$ cat src/rtl/flc_pkg.sv
package flc_pkg;
  typedef enum logic [1:0] {
    CTX_BASE = 2'b00,
    CTX_HARD = 2'b01,
    CTX_NMI  = 2'b10,
    CTX_SPARE = 2'b11
  } ctx_e;

  localparam int unsigned RET_W = 32;
  localparam logic [RET_W-1:0] RET_HND_MSP = 32'hFFFF_FFF1;
  localparam logic [RET_W-1:0] RET_THR_MSP = 32'hFFFF_FFF9;
  localparam logic [RET_W-1:0] RET_THR_PSP = 32'hFFFF_FFFD;

  typedef struct packed {
    logic known;
    logic to_handler;
    logic use_psp;
  } ret_dec_t;
endpackage

$ cat src/rtl/exc_ret_decode.sv
module exc_ret_decode
  import flc_pkg::*;
(
  input  logic [RET_W-1:0] value_i,
  output ret_dec_t         dec_o
);
  always_comb begin
    dec_o = '0;
    unique case (value_i)
      RET_HND_MSP: dec_o = '{known: 1'b1, to_handler: 1'b1, use_psp: 1'b0};
      RET_THR_MSP: dec_o = '{known: 1'b1, to_handler: 1'b0, use_psp: 1'b0};
      RET_THR_PSP: dec_o = '{known: 1'b1, to_handler: 1'b0, use_psp: 1'b1};
      default:     dec_o = '0;
    endcase
  end
endmodule

$ cat src/rtl/fault_merge.sv
module fault_merge
  import flc_pkg::*;
#(
  parameter int unsigned NUM_FAULTS = 9
) (
  input  logic [NUM_FAULTS-1:0] fault_i,
  input  logic                  ret_valid_i,
  input  ret_dec_t              dec_i,
  input  logic                  unstack_err_i,
  output logic                  fault_any_o,
  output logic                  msp_lock_o,
  output logic                  ret_ok_o
);
  logic reserved_ret, psp_err;

  assign reserved_ret = ret_valid_i & ~dec_i.known;
  assign psp_err      = ret_valid_i & dec_i.known & dec_i.use_psp & unstack_err_i;
  assign msp_lock_o   = ret_valid_i & dec_i.known & ~dec_i.use_psp & unstack_err_i;
  // all classes collapse into one escalation
  assign fault_any_o  = (|fault_i) | reserved_ret | psp_err;
  assign ret_ok_o     = ret_valid_i & dec_i.known & ~unstack_err_i;
endmodule

$ cat src/rtl/lockup_fsm.sv
module lockup_fsm
  import flc_pkg::*;
(
  input  logic     clk_i,
  input  logic     rst_ni,
  input  logic     rst_req_i,
  input  logic     fault_any_i,
  input  logic     msp_lock_i,
  input  ctx_e     ctx_i,
  input  logic     nmi_req_i,
  input  logic     dbg_halt_i,
  input  logic     ret_ok_i,
  input  ret_dec_t dec_i,
  output logic     hf_take_o,
  output logic     nmi_take_o,
  output logic     lockup_o,
  output logic     ret_valid_o,
  output logic     ret_handler_o,
  output logic     ret_psp_o
);
  logic lock_q, lock_d, org_nmi_q, org_nmi_d;
  logic hf_q, hf_d, nmi_q, nmi_d;
  logic rv_q, rv_d, rh_q, rh_d, rp_q, rp_d;
  logic in_handler, lock_now;

  assign in_handler = (ctx_i == CTX_HARD) || (ctx_i == CTX_NMI);
  assign lock_now   = msp_lock_i | (fault_any_i & in_handler);

  always_comb begin
    lock_d    = lock_q;
    org_nmi_d = org_nmi_q;
    hf_d  = 1'b0;
    nmi_d = 1'b0;
    rv_d  = 1'b0;
    rh_d  = 1'b0;
    rp_d  = 1'b0;
    if (rst_req_i) begin
      lock_d    = 1'b0;
      org_nmi_d = 1'b0;
    end else if (lock_q) begin
      if (dbg_halt_i) begin
        lock_d    = 1'b0;
        org_nmi_d = 1'b0;
      end else if (nmi_req_i && !org_nmi_q) begin
        lock_d    = 1'b0;
        org_nmi_d = 1'b0;
        nmi_d     = 1'b1;
      end
    end else if (lock_now) begin
      lock_d    = 1'b1;
      org_nmi_d = (ctx_i == CTX_NMI);
    end else begin
      nmi_d = nmi_req_i && (ctx_i != CTX_NMI);
      hf_d  = fault_any_i && !nmi_req_i;
      rv_d  = ret_ok_i;
      rh_d  = ret_ok_i & dec_i.to_handler;
      rp_d  = ret_ok_i & dec_i.use_psp;
    end
  end

  always_ff @(posedge clk_i or negedge rst_ni) begin
    if (!rst_ni) begin
      lock_q    <= 1'b0;
      org_nmi_q <= 1'b0;
      hf_q      <= 1'b0;
      nmi_q     <= 1'b0;
      rv_q      <= 1'b0;
      rh_q      <= 1'b0;
      rp_q      <= 1'b0;
    end else begin
      lock_q    <= lock_d;
      org_nmi_q <= org_nmi_d;
      hf_q      <= hf_d;
      nmi_q     <= nmi_d;
      rv_q      <= rv_d;
      rh_q      <= rh_d;
      rp_q      <= rp_d;
    end
  end

  assign hf_take_o     = hf_q;
  assign nmi_take_o    = nmi_q;
  assign lockup_o      = lock_q;
  assign ret_valid_o   = rv_q;
  assign ret_handler_o = rh_q;
  assign ret_psp_o     = rp_q;

  assert_single_take_R2: assert property (@(posedge clk_i) disable iff (!rst_ni)
    $onehot0({hf_q, nmi_q}));
  assert_quiet_in_lockup_R5: assert property (@(posedge clk_i) disable iff (!rst_ni)
    lock_q |-> (!hf_q && !nmi_q && !rv_q));
  assert_handler_fault_locks_R3: assert property (@(posedge clk_i) disable iff (!rst_ni)
    (!rst_req_i && !lock_q && fault_any_i && in_handler) |=> lock_q);
  assert_nmi_origin_holds_R7: assert property (@(posedge clk_i) disable iff (!rst_ni)
    (lock_q && org_nmi_q && !dbg_halt_i && !rst_req_i) |=> lock_q);
  assert_dbg_exit_R6: assert property (@(posedge clk_i) disable iff (!rst_ni)
    (lock_q && dbg_halt_i && !rst_req_i) |=> (!lock_q && !nmi_q));
  assert_reset_req_R10: assert property (@(posedge clk_i) disable iff (!rst_ni)
    rst_req_i |=> (!lock_q && !hf_q && !nmi_q && !rv_q));
  assert_ret_mode_legal_R8: assert property (@(posedge clk_i) disable iff (!rst_ni)
    rv_q |-> !(rh_q && rp_q));
endmodule

$ cat src/rtl/fault_lockup_ctrl.sv
module fault_lockup_ctrl
  import flc_pkg::*;
#(
  parameter int unsigned NUM_FAULTS = 9
) (
  input  logic                  clk_i,
  input  logic                  rst_ni,
  input  logic                  rst_req_i,
  input  logic [NUM_FAULTS-1:0] fault_i,
  input  logic [1:0]            ctx_i,
  input  logic                  nmi_req_i,
  input  logic                  dbg_halt_i,
  input  logic                  exc_ret_valid_i,
  input  logic [31:0]           exc_ret_i,
  input  logic                  unstack_err_i,
  output logic                  hf_take_o,
  output logic                  nmi_take_o,
  output logic                  lockup_o,
  output logic                  halt_fetch_o,
  output logic                  ret_valid_o,
  output logic                  ret_handler_o,
  output logic                  ret_psp_o
);
  ret_dec_t dec;
  logic fault_any, msp_lock, ret_ok, lock;

  exc_ret_decode u_dec (
    .value_i (exc_ret_i),
    .dec_o   (dec)
  );

  fault_merge #(.NUM_FAULTS(NUM_FAULTS)) u_merge (
    .fault_i       (fault_i),
    .ret_valid_i   (exc_ret_valid_i),
    .dec_i         (dec),
    .unstack_err_i (unstack_err_i),
    .fault_any_o   (fault_any),
    .msp_lock_o    (msp_lock),
    .ret_ok_o      (ret_ok)
  );

  lockup_fsm u_fsm (
    .clk_i         (clk_i),
    .rst_ni        (rst_ni),
    .rst_req_i     (rst_req_i),
    .fault_any_i   (fault_any),
    .msp_lock_i    (msp_lock),
    .ctx_i         (ctx_e'(ctx_i)),
    .nmi_req_i     (nmi_req_i),
    .dbg_halt_i    (dbg_halt_i),
    .ret_ok_i      (ret_ok),
    .dec_i         (dec),
    .hf_take_o     (hf_take_o),
    .nmi_take_o    (nmi_take_o),
    .lockup_o      (lock),
    .ret_valid_o   (ret_valid_o),
    .ret_handler_o (ret_handler_o),
    .ret_psp_o     (ret_psp_o)
  );

  assign lockup_o     = lock;
  assign halt_fetch_o = lock;

  assert_msp_unstack_locks_R4: assert property (@(posedge clk_i) disable iff (!rst_ni)
    (!rst_req_i && !lock && exc_ret_valid_i && unstack_err_i &&
     (exc_ret_i == RET_HND_MSP || exc_ret_i == RET_THR_MSP)) |=> lockup_o);
endmodule

$ cat config.mk
export PLATFORM = sky130hd
export DESIGN_NAME = fault_lockup_ctrl
export DESIGN_NICKNAME = d
export VERILOG_FILES = /design/src/rtl/flc_pkg.sv /design/src/rtl/exc_ret_decode.sv /design/src/rtl/fault_merge.sv /design/src/rtl/lockup_fsm.sv /design/src/rtl/fault_lockup_ctrl.sv
export SDC_FILE = /design/constraint.sdc
export NUM_CORES = 1
export LEC_CHECK = 0
export ABC_AREA = 1
export BUFFER_PORTS_ARGS = -buffer_cell sky130_fd_sc_hd__buf_2
export CORE_MARGIN = 3
export CORE_UTILIZATION = 32
export CTS_CLUSTER_SIZE = 24
export DETAILED_ROUTE_END_ITERATION = 7
export PLACE_DENSITY = 0.79
export SYNTH_ARGS = -nofsm -noshare
export SYNTH_HDL_FRONTEND = slang
export SYNTH_HIERARCHICAL = 1
export SYNTH_SLANG_ARGS = --single-unit
export TNS_END_PERCENT = 1
$ cat constraint.sdc
create_clock -name clk_i -period 0.9 [get_ports clk_i]
set_clock_uncertainty 0.15 [all_clocks]
set_input_delay 0 -clock clk_i [delete_from_list [all_inputs] [get_ports clk_i]]
set_output_delay 0 -clock clk_i [all_outputs]
set_load 0.005 [all_outputs]
==> flow_summary.toml <==
[min_path]
hp-class = "input port to flop"
min_from = "nmi_req_i"
hold_end = "u_fsm/hf_take_o$_DFF_PN0_"
min_delay_path_depth = 4

[routing]
wirelength_mm = 1.90
drt_iter0_drc = 6
drt_pass1_iterations = 4
drt.antenna.violating_nets = 0
drc = 0
vias = 856
routedWlPerCell_um = 9.92
vias_per_cell = 4.46

[yosys]
syn_area_um2 = 613
ys.warnings.count = 6
synth_area_per_cell_um2 = 6.07
synthCells = 101
synthTopCellsByArea = "dfrtp_1, nand2_1, nor2_1"
synthesis.nets = 152
synth_seq_area_share_pct = 28.6
synth_cell_type_count = 19
yosysTopAreaCell = "dfrtp_1"
synth.top_cell.area_share_pct = 28.6
synth-seq-cells = 7

[final_layout]
multiInputGateArea_um2 = 524
fin_util_pct = 72.2
layout_common_cells = "buf_2, nand2_1, buf_6, nand2_2"
syn_to_final_growth_pct = 108
drive_gt1_share_pct = 68.3
fill_cells = 146
final_common_cell = "buf_2"
layout.area.seq_um2 = 176
final_area_um2 = 1270
nets = 219
diodes = 0

[setup_path]
arrival_ps = 1250
path_cells = "buf_4 -> nand2_8 -> nor2_4 -> nand2_1 -> nor2_2 -> nand2_2 -> nand3_2 -> nand2_2 -> nor3b_2 -> inv_2 -> nand3_4 -> nand2_2 -> nand2_1 -> nand2_1"
rrSetupSlack_ps = -180
reg2reg_from = "u_fsm/lockup_o$_DFF_PN0_"
cp-end-kind = "flop"
regToRegEndpoint = "u_fsm/org_nmi_q$_DFFE_PN0P_"
crit_buf_inv = 2
worst-r2r-cell-count = 5
critical_path.top_delay_family = "simple AND/OR/NAND/NOR gates"
criticalPathCategory = "input port to flop"
startpoint_type = "input port"
cp_slowest_cell = "nor3b_2"
crit_path_max_incr_delay_ps = 220
crit_required_ps = 880
crit_fanout = 5

[timing]
timing.hold.ws_ps = -119
slew_violations = 0
period_needed_ps = 1270
clock.fmax_ghz = 0.790
max_slew_margin_pct = 86.8
hold_violations = 14
rsz0062_at_grt = "yes"
fin_crit_sh_pct = 141
max_slew.worst_pin.slew_ps = 196
finalSetupViolations = 9
setup_ws_ps = -366

[global_route]
grt_pass1_wl_mm = 2.75
overflow = 0
antenna_found_initial = 0
grt_max_degree = 8
track_usage_pct = 13.9
grt_pass1_vias = 791

[power]
power_density_nw_per_um2 = 769
seqPwrFrac_pct = 34.9
power_frac_clock_pct = 27.0
combPwrFrac_pct = 38.1
p_leak_nw = 0.652
ir_worst_vdd_uv = 382
total_power_mw = 0.980
p_int_mw = 0.713
sw_frac_of_total_pct = 27.3
p_sw_mw = 0.267

[die]
fp.dieH_um = 49.8
initial_core_util_pct = 34.8
dieArea_um2 = 2480
ios = 57
num_rows = 15
core_um2 = 1760
dieWidth_um = 49.8

[placement]
pre_cts_ws_ps = -611
place_hpwl_mm = 1.44
gp_congestion = 0.835
place_area_um2 = 1010
port_buffers = 56

[clock_tree]
clkLatencyLatePin_ps = 240
cts_max_level = 1
cts_root_buf = "clkbuf_4"
clockBufferDepth = 2
cts_sinks = 7
hold_buffers = 1
cts_buffers = 3
clk_pin_slew_ps = 50
cts_tree = "yes"

[status]
status = "finished with violations"
violations = "hold timing, setup timing"

[run]
maxCapViolCount = 0
-- cells by family after synthesis --
family,count (synthesis),synth area share (%)
AO/OA/AOI/OAI,2,1.63
adder cells (fa/ha/maj),1,2.04
buffers and inverters,15,9.80
flip-flops,7,28.6
AND/OR/NAND/NOR,76,58.0
-- cells in the mapped netlist, drive strengths merged --
cell and number:
dfrtp 7, nand2 41, nor3b 1, ha 1
nor3 3, inv 14, nand3 6, buf 1
o21ai 2, nor2 24, or2 1
-- power by group through the flow --
stage	clock network, mW	registers (mW)	logic [mW]
floorplan	0	0.346	0.117
detailed placement	0	0.345	0.273
global placement	0	0.344	0.264
finish	0.265	0.342	0.373
global route	0.300	0.344	0.410
CTS	0.278	0.342	0.318
-- per-layer routing --
metal / up-vias / wire length (µm) / GRT usage (%)
li1: 433 / - / -
met1: 387 / 570 / 12.5
met2: 34 / 1180 / 29.5
met3: 2 / 138 / 2.72
met4: 0 / 12 / 4.15
met5: - / 0 / 0
-- registers in the layout, indices dropped and copies added, names as in the netlist --
signal               cells
u_fsm/ret_psp_o          1
u_fsm/org_nmi_q          1
u_fsm/lockup_o           1
u_fsm/hf_take_o          1
u_fsm/ret_valid_o        1
u_fsm/ret_handler_o      1
u_fsm/nmi_take_o         1
-- metrics by stage --
| stage | TNS [ps] | std cells |
|---|---|---|
| global placement | -3620 | 185 |
| floorplan | -2050 | 101 |
| global route | -3170 | 192 |
| finish | -2420 | 192 |
| detailed placement | -3840 | 185 |
| CTS | -2070 | 191 |
-- how the worst max path moves through the flow --
stage	from	end	slack [ps]	cells after the start
after floorplan	exc_ret_i[30]	u_fsm/org_nmi_q$_DFFE_PN0P_	-360	13
after global placement	exc_ret_i[7]	u_fsm/org_nmi_q$_DFFE_PN0P_	-550	14
after detailed placement	exc_ret_i[7]	u_fsm/org_nmi_q$_DFFE_PN0P_	-610	14
after CTS	exc_ret_i[14]	u_fsm/org_nmi_q$_DFFE_PN0P_	-280	14
after global routing	exc_ret_i[1]	u_fsm/org_nmi_q$_DFFE_PN0P_	-440	15
final	exc_ret_i[7]	u_fsm/org_nmi_q$_DFFE_PN0P_	-370	14
-- what timing repair did --
item / 4_1_cts / 5_1_grt
setup endpoints to repair: 9 / 11
hold endpoints to repair: 14 / 14
setup buffers: 1 / 1
pin swaps: 21 / 20
cloned: 0 / 0
resized for setup: 16 / 36
-- cell type report --
cell class / count / area share (%)
Inverter: 14 / 4.32
Multi-Input combinational cell: 79 / 41.2
Sequential cell: 7 / 13.9
Timing Repair Buffer: 63 / 36.1
Clock buffer: 4 / 2.06
Tap cell: 25 / 2.46
-- worst min-delay path, stage by stage --
cell	delay (ps)
buf_2	80
inv_1	50
nand2_1	60
nor2_1	40
(Power assumes the default switching activity.)
